==> config.mk <==
export PLATFORM = sky130hd
export DESIGN_NAME = hazard_ctl
export DESIGN_NICKNAME = d
export VERILOG_FILES = /design/src/rtl/hazard_pkg.sv /design/src/rtl/fwd_select.sv /design/src/rtl/load_use_detect.sv /design/src/rtl/id_read_bypass.sv /design/src/rtl/hazard_ctl.sv
export SDC_FILE = /design/constraint.sdc
export NUM_CORES = 1
export LEC_CHECK = 0
export BUFFER_PORTS_ARGS = -buffer_cell sky130_fd_sc_hd__buf_2
export CORE_AREA = 2 2 79 81
export DETAILED_ROUTE_END_ITERATION = 10
export DIE_AREA = 0 0 81 83
export PLACE_DENSITY = 0.73
export RECOVER_POWER = 25
export SLEW_MARGIN = 10
export SYNTH_ARGS = -nofsm -noshare
export SYNTH_HDL_FRONTEND = slang
export SYNTH_SLANG_ARGS = --single-unit
export TNS_END_PERCENT = 5
==> constraint.sdc <==
create_clock -name vclk -period 5.95
set_input_delay 1.19 -clock vclk [all_inputs]
set_output_delay 1.19 -clock vclk [all_outputs]
set_load 0.02 [all_outputs]
==> src/rtl/hazard_pkg.sv <==
package hazard_pkg;
  typedef enum logic [1:0] {
    SRC_RF  = 2'b00,
    SRC_WB  = 2'b01,
    SRC_MEM = 2'b10
  } opnd_src_e;

  localparam int NUM_OPND = 2;
endpackage

==> src/rtl/fwd_select.sv <==
module fwd_select
  import hazard_pkg::*;
#(
  parameter int AW = 5
) (
  input  logic [AW-1:0] src,
  input  logic [AW-1:0] mem_dst,
  input  logic          mem_wen,
  input  logic [AW-1:0] wb_dst,
  input  logic          wb_wen,
  output opnd_src_e     sel
);
  logic src_live;
  logic hit_mem;
  logic hit_wb;

  assign src_live = (src != '0);
  assign hit_mem  = src_live && mem_wen && (mem_dst == src);
  assign hit_wb   = src_live && wb_wen  && (wb_dst  == src);

  always_comb begin
    if (hit_mem)     sel = SRC_MEM;
    else if (hit_wb) sel = SRC_WB;
    else             sel = SRC_RF;
  end
endmodule

==> src/rtl/load_use_detect.sv <==
module load_use_detect #(
  parameter int AW = 5
) (
  input  logic          ex_is_load,
  input  logic [AW-1:0] ex_dst,
  input  logic [AW-1:0] id_src_a,
  input  logic [AW-1:0] id_src_b,
  output logic          stall
);
  logic dst_live;
  logic uses_dst;

  assign dst_live = ex_is_load && (ex_dst != '0);
  assign uses_dst = (ex_dst == id_src_a) || (ex_dst == id_src_b);
  assign stall    = dst_live && uses_dst;
endmodule

==> src/rtl/id_read_bypass.sv <==
module id_read_bypass #(
  parameter int AW   = 5,
  parameter int XLEN = 32
) (
  input  logic [AW-1:0]   src,
  input  logic [XLEN-1:0] rf_data,
  input  logic [AW-1:0]   wb_dst,
  input  logic            wb_wen,
  input  logic [XLEN-1:0] wb_data,
  output logic [XLEN-1:0] opnd
);
  logic take_wb;

  assign take_wb = wb_wen && (wb_dst != '0) && (wb_dst == src);
  assign opnd    = take_wb ? wb_data : rf_data;
endmodule

==> src/rtl/hazard_ctl.sv <==
module hazard_ctl
  import hazard_pkg::*;
#(
  parameter int AW   = 5,
  parameter int XLEN = 32
) (
  input  logic            clk,
  input  logic            rst_n,
  input  logic [AW-1:0]   id_src_a,
  input  logic [AW-1:0]   id_src_b,
  input  logic [AW-1:0]   ex_src_a,
  input  logic [AW-1:0]   ex_src_b,
  input  logic            ex_is_load,
  input  logic [AW-1:0]   ex_dst,
  input  logic [AW-1:0]   mem_dst,
  input  logic            mem_wen,
  input  logic [AW-1:0]   wb_dst,
  input  logic            wb_wen,
  input  logic [XLEN-1:0] wb_data,
  input  logic [XLEN-1:0] id_rf_a,
  input  logic [XLEN-1:0] id_rf_b,
  output logic [1:0]      fwd_a,
  output logic [1:0]      fwd_b,
  output logic            hold_fetch,
  output logic            insert_bubble,
  output logic [XLEN-1:0] id_opnd_a,
  output logic [XLEN-1:0] id_opnd_b
);
  logic [NUM_OPND-1:0][AW-1:0]   ex_src;
  logic [NUM_OPND-1:0][AW-1:0]   id_src;
  logic [NUM_OPND-1:0][XLEN-1:0] rf_rd;
  logic [NUM_OPND-1:0][XLEN-1:0] id_out;
  opnd_src_e                     sel [NUM_OPND];
  logic                          stall;

  assign ex_src = {ex_src_b, ex_src_a};
  assign id_src = {id_src_b, id_src_a};
  assign rf_rd  = {id_rf_b, id_rf_a};

  for (genvar gi = 0; gi < NUM_OPND; gi++) begin : g_opnd
    fwd_select #(.AW(AW)) u_sel (
      .src     (ex_src[gi]),
      .mem_dst (mem_dst),
      .mem_wen (mem_wen),
      .wb_dst  (wb_dst),
      .wb_wen  (wb_wen),
      .sel     (sel[gi])
    );

    id_read_bypass #(.AW(AW), .XLEN(XLEN)) u_byp (
      .src     (id_src[gi]),
      .rf_data (rf_rd[gi]),
      .wb_dst  (wb_dst),
      .wb_wen  (wb_wen),
      .wb_data (wb_data),
      .opnd    (id_out[gi])
    );
  end

  load_use_detect #(.AW(AW)) u_lu (
    .ex_is_load (ex_is_load),
    .ex_dst     (ex_dst),
    .id_src_a   (id_src_a),
    .id_src_b   (id_src_b),
    .stall      (stall)
  );

  assign fwd_a         = sel[0];
  assign fwd_b         = sel[1];
  assign hold_fetch    = stall;
  assign insert_bubble = stall;
  assign id_opnd_a     = id_out[0];
  assign id_opnd_b     = id_out[1];

  // Select code 2'b11 is never produced
  assert_legal_sel_R3: assert property (@(posedge clk) disable iff (!rst_n)
    (fwd_a != 2'b11) && (fwd_b != 2'b11));

  // Newer stage wins a double match on operand A
  assert_mem_priority_R4: assert property (@(posedge clk) disable iff (!rst_n)
    (mem_wen && wb_wen && ex_src_a != '0 && mem_dst == ex_src_a && wb_dst == ex_src_a)
      |-> (fwd_a == 2'b10));

  // Register 0 is never bypassed
  assert_zero_reg_R5: assert property (@(posedge clk) disable iff (!rst_n)
    (ex_src_b == '0) |-> (fwd_b == 2'b00));

  // A stall requires a load in execute and asserts both controls
  assert_stall_needs_load_R7: assert property (@(posedge clk) disable iff (!rst_n)
    hold_fetch |-> (ex_is_load && insert_bubble && ex_dst != '0));

  // Decode read returns the value being written back
  assert_id_bypass_R8: assert property (@(posedge clk) disable iff (!rst_n)
    (wb_wen && wb_dst != '0 && wb_dst == id_src_b) |-> (id_opnd_b == wb_data));
endmodule

After elaboration in Yosys (flattened, before gate mapping)

Cells that the tools add are included.

Register bits: 0
Input port bits: 136
Output and inout bits: 70
Logic and storage cells: 32

Mux-type cells: 6
Reductions and logical operators: 18
Equality and inequality tests: 8

Operator list:

| kind                | number |
|---|---|
| 32-bit 2-to-1 mux   | 2 |
| 5-bit equality test | 8 |
| 5-bit nonzero test  | 4 |
| 1-bit logical AND   | 13 |
| 2-bit 2-to-1 mux    | 2 |
| 1-bit 2-to-1 mux    | 2 |
| 1-bit logical OR    | 1 |

Longest topological paths before layout

Depth after elaboration: 5
Mapped depth: 6
Depth with buffers taken out: 4

Modules after synthesis

A second synthesis with hierarchy kept.

Cell total of the unflattened synthesis: 146
Area, all modules: 1614.0 um2

By module, submodules not included:

| module          | cells each | area each (um2) | times used | seq. area each (um2) |
|---|---|---|---|---|
| id_read_bypass  | 45         | 594.3           | 2          | 0.0 |
| fwd_select      | 19         | 146.4           | 2          | 0.0 |
| load_use_detect | 17         | 125.1           | 1          | 0.0 |
| hazard_ctl      | 1          | 7.5             | 1          | 0.0 |

Least setup slack after synthesis

Ideal clock, no wire load.

Path kind: input to output
From: input port ex_src_a[0]
To: output port fwd_a[0]
Slack: 2151 ps
Stages: 4
Arrival: 2609 ps
Data required time: 4760 ps
Buffers on the path: 0
Path through: or4_1 -> nor2_1 -> nor4_1 -> nor4_1

Elaborated cells on any way between the ends: 9
Classes of those cells: eq/ne (2); mux (2); reduce/logical (5)

RTL lines:

| item                        | RTL line         | source |
|---|---|---|
| start: declaration          | hazard_ctl.sv:11 | `input logic [AW-1:0] ex_src_a,` |
| 5-bit nonzero test          | fwd_select.sv:17 | `assign src_live = (src != '0);` |
| 1-bit logical AND           | fwd_select.sv:18 | `assign hit_mem = src_live && mem_wen && (mem_dst == src);` |
| 1-bit logical AND *         | fwd_select.sv:18 |  |
| via g_opnd[0].u_sel.hit_mem | fwd_select.sv:14 | `logic hit_mem;` |
| 2-bit 2-to-1 mux *          | fwd_select.sv:22 | `if (hit_mem) sel = SRC_MEM;` |
| end: declaration            | hazard_ctl.sv:22 | `output logic [1:0] fwd_a,` |

The timed path passes the listed nets; every way through them passes the cells marked *.

Worst setup path in the final report

From: input port wb_dst[3]
To: output port id_opnd_a[31]

Cells in the longest elaborated chain, start to end: 4
Elaborated cells on any way between the ends: 5
Classes of those cells: eq/ne (1); mux (1); reduce/logical (3)

Ends and longest elaborated chain:

| item                | RTL line             | source |
|---|---|---|
| start: declaration  | hazard_ctl.sv:17     | `input logic [AW-1:0] wb_dst,` |
| 5-bit nonzero test  | id_read_bypass.sv:14 | `assign take_wb = wb_wen && (wb_dst != '0) && (wb_dst == src);` |
| 1-bit logical AND   | id_read_bypass.sv:14 |  |
| 1-bit logical AND * | id_read_bypass.sv:14 |  |
| 32-bit 2-to-1 mux * | id_read_bypass.sv:15 | `assign opnd = take_wb ? wb_data : rf_data;` |
| end: declaration    | hazard_ctl.sv:26     | `output logic [XLEN-1:0] id_opnd_a,` |

Every way passes the cells marked *; elsewhere a longest branch is shown, timed or not.

==> results by group <==
Power
  – LEAKAGE: 1.34 nW
  – Tot Pwr: 194 uW
  – Power per Cell Area: 75.1 nW/um^2
  – Peak supply drop: between 40 and 50 uV

Cells and area
  – Sequential Area: 0 sq um
  – Final nets: between 400 and 500
  – Antenna Cells: 0
  – Post-Layout Cell Count: 413
  – Layout cell share with drive strength beyond 1: 76.3%
  – Final sequential cell count: 0
  – Clock buffer count: 0
  – Layout area overhead: 59.2%
  – Post-Layout Inst Area: ~2600 sq um

Synth
  – Post-Syn Area: roughly 1600 sq um
  – Gate Count Post-Synth: 145
  – Synth area leader: mux2_4
  – Syn_nets: 281
  – Yosys cell types: 19
  – YS warnings: 0
  – Syn Area/Cell: approximately 11 sq um
  – Sequential element share of the synthesized area: 0%
  – Share of the synthesized area in the top cell type: 55.7%
  – Ranking of synthesized cells by area: mux2_4 (56%), xnor2_1 (14%), xor2_1 (7.6%)

Run
  – Max Cap Viol: 0

STA
  – Fin. max-slew vios: 0
  – Hold Violations, Final: 0
  – RSZ-0062 raised after global routing: false
  – Rel. slew slack: 23.5%
  – Worst-Margin Slew: about 1.1 ns
  – Min cycle time layout: approximately 4.8 ns
  – Crit share post-route: between 80% and 90%
  – Final setup fails: 0
  – Post-Route Setup TNS: 0 ns
  – Max Fclk: 208 MHz
  – Min Hold Slack: around 2.7 ns

Setup path
  – Crit-path max FO: 20
  – Critical path's largest stage delay: 1.00 ns
  – Crit path launch type: primary input
  – CP Cell Sequence: buf_2 > or4_4 > nor2_1 > nor4_4 > buf_4 > mux2_2 > buf_2
  – CP arrival: approximately 3.6 ns
  – Slowest cell on crit path: nor4_4
  – Required @ worst endpoint: 4.76 ns
  – Crit. End Element: output port
  – Most frequent CP cell: buf_2
  – Crit path kind: primary input to output port

Floorplan
  – Die Y-Extent: 83 microns
  – # rows: 28
  – Die Span X: 81 microns
  – Core area: 5820 sq um
  – Die area: 6720 sq um
  – Initial Utilization: 27.8%
  – # IOs: 206

Placed design
  – Port Buf Inserts: between 200 and 250
  – Routability Congestion: about 0.86
  – Placed instance area: 2630 sq um
  – Hpwl dp: 5410 microns
  – Inst Count DP: just over 400

GRT
  – Initial antenna violation count: 1
  – Largest net degree at the start of global routing: 22
  – First-pass GRT wire length: 8860 microns
  – GR Overflow Total: 0
  – Vias in the first global route: 1813
  – Gr usage total: 15.9%

Hold path
  – Min-Delay Startpoint: id_rf_b[30]
  – Hold Path End: id_opnd_b[30]
  – Min-Delay Path Depth: 3
  – Hold WC Path Type: primary input to output port

Routing
  – Routed len/inst: 14.3 microns
  – Routed Antenna Nets: 0
  – Vias per cell: 4.45
  – Drt first pass iters: 4
  – Via Count: 1836
  – Drt initial violations: 25
  – DRC errors left: 0
  – WL final: 5900 microns

Clock tree
  – Resize count post-CTS: 0
  – Postcts setup bufs: 0
  – CTS Hold Bufs: 0

Status
  – Status: completed
layout make-up:
| class | count | area (sq um) |
|---|---|---|
| Fill cell | 600 | 3240 |
| Timing Repair Buffer | 207 | 1030 |
| Tap cell | 75 | 93.8 |
| Multi-Input combinational cell | 131 | 1450 |
synthesized netlist by cell type, drive strengths merged:
cell / instances
nor3: 2
nand4: 6
nand2: 2
or4: 4
nand3: 2
xnor2: 26
nor2: 3
nor4: 6
a21oi: 1
xor2: 14
mux2: 64
o21ai: 1
buf: 14
routing by layer:
layer | share of wire, % | routed length (microns) | track usage, % | vias up
li1 | - | - | - | 912
met1 | 39 | 2280 | 17.6 | 822
met2 | 52 | 3070 | 32.2 | 92
met3 | 7.7 | 457 | 1.74 | 8
met4 | 1.3 | 75 | 1.69 | 2
met5 | 0.27 | 16 | 0 | -
cells in the final DEF (no fill, tap or decap), types with 4 or more instances in the layout:
cell        n
buf_2     198
clkbuf_1    7
mux2_1      9
mux2_2      4
mux2_4     51
nand4_1     6
nor4_1      4
xnor2_1    26
xor2_1     14
worst max-delay path by stage:
stage	startpoint	end	slack (ns)
floorplan	ex_src_a[0]	fwd_a[0]	2.15
global placement	wb_dst[1]	id_opnd_a[31]	1.11
detailed placement	wb_dst[1]	id_opnd_a[31]	1.04
CTS	wb_dst[1]	id_opnd_a[31]	1.07
global route	wb_dst[1]	id_opnd_a[31]	0.97
finish	wb_dst[3]	id_opnd_a[31]	1.14
per-stage QoR:
step                      worst slack [ns]  utilization, %
final                                 1.14            44.3
after detailed placement              1.04            45.2
after CTS                             1.07            45.2
after floorplan                       2.15               -
after global routing                 0.968            44.3
after global placement                1.11            45.2
cells by family (layout without fill, tap and decap cells):
group / after synthesis / count (layout) / synth area share [%]
AO/OA/AOI/OAI: 2 / 2 / 0.618
XOR/XNOR: 40 / 40 / 21.7
AND/OR/NAND/NOR: 25 / 25 / 11.4
buffers and inverters: 14 / 207 / 7.81
multiplexers: 64 / 64 / 58.5
worst max-delay path: cells and delay by family:
kind	cells	cell delay [ns]
simple gates	3	1.22
buf+inv	3	0.83
mux	1	0.37
power by group:
| part | total [mW] | leakage, nW | switching (mW) | internal [mW] |
|---|---|---|---|---|
| Sequential | 0 | 0 | 0 | 0 |
| Combinational | 0.194 | 1.34 | 0.0945 | 0.0991 |
| Clock | 0 | 0 | 0 | 0 |
Note: power is estimated with default switching activity, not from simulation.
